**src/rtl/qdac_pkg.sv**
```systemverilog
package qdac_pkg;
   // Number of flops used to bring each pin into the system clock domain.
   localparam int QD_SYNC_DEPTH = 2;

   // Idle levels of the synchronised control bundle {frame_n, sclk, sdata, load_n, clear_n}.
   localparam logic [4:0] QD_PIN_IDLE = 5'b10011;

   // Compares the address field of a word with the strap inputs.
   function automatic logic qd_addr_hit(input logic [1:0] field, input logic [1:0] straps);
      return field == straps;
   endfunction
endpackage

```
**src/rtl/qdac_sync.sv**
```systemverilog
module qdac_sync #(
   parameter int         W       = 1,
   parameter int         STAGES  = 2,
   parameter logic [W-1:0] RST_VAL = '0
) (
   input  logic         clk,
   input  logic         rst_n,
   input  logic [W-1:0] d,
   output logic [W-1:0] q
);
   generate
      if (W < 1) begin : g_bad_w
         $error("qdac_sync: W must be at least 1");
      end
      if (STAGES == 0) begin : g_bypass
         assign q = d;
      end else begin : g_chain
         logic [W-1:0] stg [STAGES];
         always_ff @(posedge clk) begin
            if (!rst_n) begin
               for (int i = 0; i < STAGES; i++) stg[i] <= RST_VAL;
            end else begin
               stg[0] <= d;
               for (int i = 1; i < STAGES; i++) stg[i] <= stg[i-1];
            end
         end
         assign q = stg[STAGES-1];
      end
   endgenerate
endmodule

```
**src/rtl/qdac_frame_rx.sv**
```systemverilog
module qdac_frame_rx #(
   parameter int FRAME_W = 16,
   localparam int CNT_W  = $clog2(FRAME_W + 1)
) (
   input  logic               clk,
   input  logic               rst_n,
   input  logic               frame_n,
   input  logic               sclk,
   input  logic               sdata,
   output logic [FRAME_W-1:0] frame_q,
   output logic               word_done,
   output logic [CNT_W-1:0]   bit_cnt,
   output logic               tail
);
   logic sclk_d;
   logic fall;

   assign fall = sclk_d & ~sclk;
   assign tail = frame_q[FRAME_W-1];

   always_ff @(posedge clk) begin
      if (!rst_n) begin
         sclk_d    <= 1'b0;
         frame_q   <= '0;
         bit_cnt   <= '0;
         word_done <= 1'b0;
      end else begin
         sclk_d    <= sclk;
         word_done <= 1'b0;
         if (frame_n) begin
            bit_cnt <= '0;
         end else if (fall) begin
            frame_q <= {frame_q[FRAME_W-2:0], sdata};
            if (bit_cnt != CNT_W'(FRAME_W)) bit_cnt <= bit_cnt + 1'b1;
            if (bit_cnt == CNT_W'(FRAME_W - 1)) word_done <= 1'b1;
         end
      end
   end
endmodule

```
**src/rtl/qdac_latch_bank.sv**
```systemverilog
module qdac_latch_bank #(
   parameter int CODE_W = 12,
   parameter int SEL_W  = 2,
   localparam int CHANS = 1 << SEL_W
) (
   input  logic                      clk,
   input  logic                      rst_n,
   input  logic                      wr_en,
   input  logic [SEL_W-1:0]          wr_sel,
   input  logic [CODE_W-1:0]         wr_code,
   input  logic                      load_n,
   input  logic                      clear_n,
   output logic [CHANS*CODE_W-1:0]   in_flat,
   output logic [CHANS*CODE_W-1:0]   out_flat
);
   generate
      for (genvar k = 0; k < CHANS; k++) begin : g_chan
         logic [CODE_W-1:0] stage_r;
         logic [CODE_W-1:0] hold_r;

         always_ff @(posedge clk) begin
            if (!rst_n) begin
               stage_r <= '0;
            end else if (wr_en && wr_sel == SEL_W'(k)) begin
               stage_r <= wr_code;
            end
         end

         always_ff @(posedge clk) begin
            if (!rst_n || !clear_n) begin
               hold_r <= '0;
            end else if (!load_n) begin
               hold_r <= stage_r;
            end
         end

         assign in_flat[k*CODE_W +: CODE_W]  = stage_r;
         assign out_flat[k*CODE_W +: CODE_W] = hold_r;
      end
   endgenerate
endmodule

```
**src/rtl/qdac_serial_front.sv**
```systemverilog
module qdac_serial_front #(
   parameter int CODE_W = 12,
   parameter int ADDR_W = 2,
   parameter int SEL_W  = 2,
   parameter int SYNC_STAGES = qdac_pkg::QD_SYNC_DEPTH,
   localparam int CHANS   = 1 << SEL_W,
   localparam int FRAME_W = CODE_W + ADDR_W + SEL_W,
   localparam int CNT_W   = $clog2(FRAME_W + 1)
) (
   input  logic                    clk,
   input  logic                    rst_n,
   input  logic                    frame_n,
   input  logic                    sclk,
   input  logic                    sdata,
   input  logic [ADDR_W-1:0]       strap,
   input  logic                    load_n,
   input  logic                    clear_n,
   output logic [CHANS*CODE_W-1:0] dac_code,
   output logic                    chain_out
);
   generate
      if (CODE_W < 1 || SEL_W < 1) begin : g_bad_geom
         $error("qdac_serial_front: CODE_W and SEL_W must be positive");
      end
      if (ADDR_W != 2) begin : g_bad_addr
         $error("qdac_serial_front: address field must be 2 bits");
      end
   endgenerate

   logic frame_s, sclk_s, sdata_s, load_s, clear_s;
   logic [FRAME_W-1:0]      frame_q;
   logic                    word_done;
   logic [CNT_W-1:0]        bit_cnt;
   logic                    wr_en;
   logic [CHANS*CODE_W-1:0] in_flat;

   qdac_sync #(
      .W(5), .STAGES(SYNC_STAGES), .RST_VAL(qdac_pkg::QD_PIN_IDLE)
   ) u_sync (
      .clk(clk), .rst_n(rst_n),
      .d({frame_n, sclk, sdata, load_n, clear_n}),
      .q({frame_s, sclk_s, sdata_s, load_s, clear_s})
   );

   qdac_frame_rx #(.FRAME_W(FRAME_W)) u_rx (
      .clk(clk), .rst_n(rst_n),
      .frame_n(frame_s), .sclk(sclk_s), .sdata(sdata_s),
      .frame_q(frame_q), .word_done(word_done),
      .bit_cnt(bit_cnt), .tail(chain_out)
   );

   assign wr_en = word_done &&
                  qdac_pkg::qd_addr_hit(frame_q[SEL_W +: ADDR_W], strap);

   qdac_latch_bank #(.CODE_W(CODE_W), .SEL_W(SEL_W)) u_bank (
      .clk(clk), .rst_n(rst_n),
      .wr_en(wr_en),
      .wr_sel(frame_q[SEL_W-1:0]),
      .wr_code(frame_q[FRAME_W-1 -: CODE_W]),
      .load_n(load_s), .clear_n(clear_s),
      .in_flat(in_flat), .out_flat(dac_code)
   );
endmodule

```
**config.mk**
```make
export PLATFORM = sky130hd
export DESIGN_NAME = qdac_serial_front
export DESIGN_NICKNAME = d
export VERILOG_FILES = /design/src/rtl/qdac_pkg.sv /design/src/rtl/qdac_sync.sv /design/src/rtl/qdac_frame_rx.sv /design/src/rtl/qdac_latch_bank.sv /design/src/rtl/qdac_serial_front.sv
export SDC_FILE = /design/constraint.sdc
export NUM_CORES = 1
export LEC_CHECK = 0
export BUFFER_PORTS_ARGS = -buffer_cell sky130_fd_sc_hd__buf_2
export CAP_MARGIN = 40
export CORE_ASPECT_RATIO = 0.8
export CORE_MARGIN = 2
export CORE_UTILIZATION = 35
export CTS_CLUSTER_SIZE = 24
export DETAILED_ROUTE_END_ITERATION = 10
export GPL_ROUTABILITY_DRIVEN = 0
export SYNTH_ARGS = -nofsm -noshare
export SYNTH_HDL_FRONTEND = slang
export SYNTH_HIERARCHICAL = 1
export SYNTH_SLANG_ARGS = --single-unit
```
**constraint.sdc**
```tcl
create_clock -name clk -period 1.85 [get_ports clk]
set_clock_uncertainty 0.1 [all_clocks]
set_input_delay 0.185 -clock clk [delete_from_list [all_inputs] [get_ports clk]]
set_output_delay 0.185 -clock clk [all_outputs]
set_load 0.05 [all_outputs]
```
* Yosys cells after proc, flatten, opt, wreduce, memory -nomap -nowiden
Memory sizes are Yosys's and may differ from the RTL's. Cells that the tools add are included.
Word-level totals: memories 1, output and inout port bits 49, register bits 119, memory bits (writable) 10, bits of input ports 9, bits in read-only memories 0, bits in latches 0
Memory list:
- u_sync.g_chain.stg | depth 2, bits a word 5, read ports 2, clocked after memory_dff 0, wr ports 2, line qdac_sync.sv:18 | logic [W-1:0] stg [STAGES];
Cells by class: shifts and indexed selects 0, muxes and demuxes 5, divide/modulo/power cells 0, reduce and logical (&&, ||, !) cells 13, order comparisons 0, equal/unequal tests 6, bitwise gates (word level) 7, add/subtract/negate cells 1, multipliers 0
Operators by type and width (number):
- 5-bit two-way mux | 2
- 5-bit by 1-bit adder with 5-bit output, second input constant | 1
- 5-bit by 4-bit equality test with 1-bit output, second input constant | 1
- 1-bit logical AND | 5
- 5-bit inequality test, second input constant | 1
- 2-bit equality test, second input constant | 2
- 1-bit NOT | 4
- 2-bit AND reduction | 2
- 1-bit two-way mux | 3
- 3-bit OR reduction | 1
- 2-bit by 1-bit equality test with 1-bit output, second input constant | 1
- 2-bit equality test | 1
- 1-bit logical NOT | 2
- 2-bit logical NOT | 1
- 1-bit OR | 2
- 2-bit OR reduction | 1
- 1-bit AND | 1
- 1-bit logical OR | 1

* Longest topological paths before layout
word-level depth 4, gate-level depth with buffers 6, gate-level depth less buffers 5

* By module
The synthesis kept the hierarchy.
Modules (own cells, without submodules):
- qdac_latch_bank | instances 1, cells an instance 329, area each 3444.6 um2
- qdac_frame_rx | instances 1, cells an instance 107, area each 957.2 um2
- qdac_sync | instances 1, cells an instance 25, area each 300.3 um2
- qdac_serial_front | instances 1, cells an instance 3, area each 23.8 um2

* Worst setup path before layout
Ideal clock, no wire load.
path kind flip-flop to flip-flop, from register u_rx.frame_q[2], to register u_bank.g_chan[0].stage_r[10], required time 1.630 ns, slack 0.259 ns, cell stages (with the launch flop) 7, data arrival time 1.371 ns, cells stage by stage dfxtp_1 > xnor2_1 > and3_1 > or3b_1 > buf_2 > buf_6 > mux2i_1
Between the ends: longest elaborated chain between the ends 3
RTL lines:
- start, declared | line qdac_frame_rx.sv:10 | output logic [FRAME_W-1:0] frame_q,
- start signal, assigned | line qdac_frame_rx.sv:33 | frame_q <= {frame_q[FRAME_W-2:0], sdata};
- 2-bit equality test | line qdac_pkg.sv:10 | return field == straps;
- 1-bit logical AND | line qdac_serial_front.sv:52 | assign wr_en = word_done &&
- named net wr_en | line qdac_serial_front.sv:34 | logic wr_en;
- 1-bit logical AND | line qdac_latch_bank.sv:24 | end else if (wr_en && wr_sel == SEL_W'(k)) begin
- end signal, assigned | line qdac_latch_bank.sv:25 | stage_r <= wr_code;
- end, declared | line qdac_latch_bank.sv:18 | logic [CODE_W-1:0] stage_r;
The timed path passes the listed nets, and every way through them passes these cells. A chain may end at the register's enable or synchronous reset.

* Worst setup path in the final report
from register u_rx.frame_q[3], to register u_bank.g_chan[0].stage_r[4]
Same word-level chain as after synthesis.

==> summary.txt <==
Crit path cell chain: xnor2_1 > and3_1 > or3b_1 > buf_4 > mux2i_1
Synthesis Warnings: 6
Synth Area in Compound Gates: 3.34%
Multiplexer share of the synthesized area: 20.5%
Maximum vdd drop: 0.000655 V
CTS resizes: 0
Die width: 134 microns
Worst Hold Launch: rst_n
Placed cell area: 5140 sq um
Final Cell Area: 5770 sq um
RSZ-0062 raised after global routing: false
Final worst-path cycle share: 91.0%
Crit Reg-Reg Endpoint: u_bank/g_chan[0].stage_r[4]
Die Y: 108 microns
I/O Buffers: 57
Clock-pin slew on the worst setup and hold paths: 0.06 ns
Worst-Margin Slew: 0.550 ns
Initial antenna violation count: 0
Vias: 3196
Met1 GRT Util: 17.8%
Largest family of logic cells by synthesized area: multiplexers
Initial DRC Count: 146
Num ports: 58
Number of global-route vias before repair: 3062
Depth of the worst register-to-register path: 5
TritonCTS clock tree: done
Crit. End Element: flip-flop
Initial Util: 36.3%
Setup Slack @ Placement: 0.179 ns
Core ar.: 13000 sq um
CTS Buf Count: 17
Min-Delay Endpoint: u_sync/g_chain.stg[0][4]
Flop-to-flop setup slack: 0.17 ns
GR Overflow Total: 0
Post-Synth Adder-Cell Area: 0.794%
DRC Markers: 0
1st-pass router iterations: 4
Pwr Density: 1070 nW/um^2
Synthesized area per cell: 10.2 sq um
Remaining antenna violation count: 0
First-pass GRT wire length: 15600 microns
Final WL: 9570 microns
Data required, critical path: 2.03 ns
Most Used Layer, Global Route: met2
Die area: 14500 sq um
Fmax: 0.594 GHz
Cells after Synth: 464
Status: complete, no violations
Max Cap Viol: 0
Sequential fraction of the synthesis area: 54.6%
Average wire per cell in the routed design: 13.5 microns
Total power: 6.20 mW
Type of the worst min-delay path: in2reg
Clock Latency Late Sink: 0.41 ns
Post-synthesis register bit count: 129
Most frequent cells in the layout: dfxtp_1 (128), nand2_1 (97), mux2i_1 (97)
Layout cells sized above 1: 19.1%
Vias/cell: 4.51
P&R area growth vs syn: 22.1%
Crit Path Max Fanout: 12
Crit Path Class: reg2reg
Leakage: 2.77 nW
Largest net degree at the start of global routing: 49
M3 GR Usage: 3.98%
Simple-gate share of the synthesized area: 15.9%
Async set or reset register ratio after synthesis: 0%
EDFF count, synth: 0
# diodes: 0
Num Clock Sinks: 129
Relative slew slack: 63.3%
Hold Path Depth: 2
CP startpoint kind: flip-flop
CP max stage delay: 0.38 ns
Most common cell after layout, fill and taps aside: dfxtp_1
Synthesized area: 4730 sq um
CP max stage cell: dfxtp_1
Total GRT Usage: 14.0%
Reg-to-Reg Start: u_rx/frame_q[3]
Final hold vios: 0
Setup TNS: 0 ns
Synthesized Nets: 476
Post-synth top flop: dfxtp_1
Fin worst setup slack: 0.167 ns
H-tree depth: 4
HPWL Detailed: 6290 microns
Slew Limit Fails: 0
GRT met2 Usage: 22.2%
Endpoints failing setup: 0
Clock root buffer master: clkbuf_16
Placement Rows: 37
Min Hold Slack: 0.0206 ns
Crit path time final: 1.68 ns
Clock buffer depth: 2
Library cells used by synthesis: 32
Final net count: 533
WP data arrival: 1.87 ns
Synth Area in XOR/XNOR: 0.371%
registers in the layout (all words and copies together) (netlist names):
register               cells
u_rx/frame_q              16
u_rx/bit_cnt               5
u_sync/g_chain.stg        10
u_bank/g_chan.hold_r      48
u_rx/word_done             1
u_bank/g_chan.stage_r     48
u_rx/sclk_d                1
worst max path at each step:
stage | endpoint | from | slack [ns] | cells after the start
2_1_floorplan | u_bank/g_chan[0].stage_r[10] | u_rx/frame_q[2] | 0.26 | 6
3_3_place_gp | u_bank/g_chan[0].stage_r[7] | u_rx/frame_q[2] | 0.24 | 5
3_5_place_dp | u_bank/g_chan[0].stage_r[4] | u_rx/frame_q[3] | 0.18 | 5
4_1_cts | u_bank/g_chan[0].stage_r[4] | u_rx/frame_q[3] | 0.18 | 5
5_1_grt | u_bank/g_chan[0].stage_r[8] | u_rx/frame_q[3] | 0.10 | 5
6_report | u_bank/g_chan[0].stage_r[4] | u_rx/frame_q[3] | 0.17 | 5
synthesized netlist by cell type, types with 2 or more instances:
cell type / number / area (sq um)
or3b_1: 2 / 17.5
nor2b_1: 2 / 12.5
xnor2_1: 2 / 17.5
dfxtp_1: 129 / 2580
and3_1: 3 / 18.8
nor2_1: 49 / 184
nand2b_1: 7 / 43.8
buf_6: 2 / 22.5
buf_2: 9 / 45.0
and2_1: 5 / 31.3
mux2i_1: 97 / 971
a21boi_1: 15 / 113
nand3_1: 2 / 10.0
clkbuf_1: 12 / 45.0
inv_1: 3 / 11.3
ha_1: 3 / 37.5
nand2_1: 97 / 364
buf_4: 11 / 82.6
worst max-delay path, delay by kind of cell (launching register included):
kind	cells	cell delay, ns
and+or+nand+nor	2	0.60
buffers and inverters	1	0.21
xor gates and xnor gates	1	0.13
DFF	1	0.38
muxes	1	0.14
stage by stage:
| step | utilization [%] | instances |
|---|---|---|
| global placement | 39.5 | 672 |
| finish | 44.4 | 708 |
| detailed placement | 39.5 | 672 |
| floorplan | - | 464 |
| CTS | 44.4 | 708 |
| global route | 44.4 | 708 |
routing by layer:
layer	share of wire (%)	routed length [microns]
met5	0	0
met2	44	4250
met3	4.3	407
met1	50	4770
met4	1.4	133
report_power, final:
| group | internal (mW) | switching [mW] | total [mW] |
|---|---|---|---|
| sequential | 2.79 | 0.00457 | 2.79 |
| combinational | 0.0535 | 0.0783 | 0.132 |
| clock | 2.05 | 1.22 | 3.27 |
cell families (layout without fill, tap and decap cells):
| group | Yosys count | after routing |
|---|---|---|
| AOI/OAI and AO/OA | 21 | 21 |
| xor gates and xnor gates | 2 | 2 |
| and+or+nand+nor | 175 | 175 |
| DFF | 129 | 129 |
| muxes | 97 | 97 |
| buffers and inverters | 37 | 106 |
| adders and majority gates | 3 | 3 |
cell type report:
class | count | area, sq um
fill | 1234 | 7240
sequential | 129 | 2580
multi-input combinational | 298 | 1940
clock buffer | 19 | 453
timing repair buffer | 72 | 435
tap | 175 | 219
clock inverter | 12 | 133
inverter | 3 | 11.3
repair_timing:
item,CTS,global route
setup buffers,0,0
hold buffers,5,0
hold endpoints to repair,5,0
Note: power is estimated with default switching activity, not from simulation.
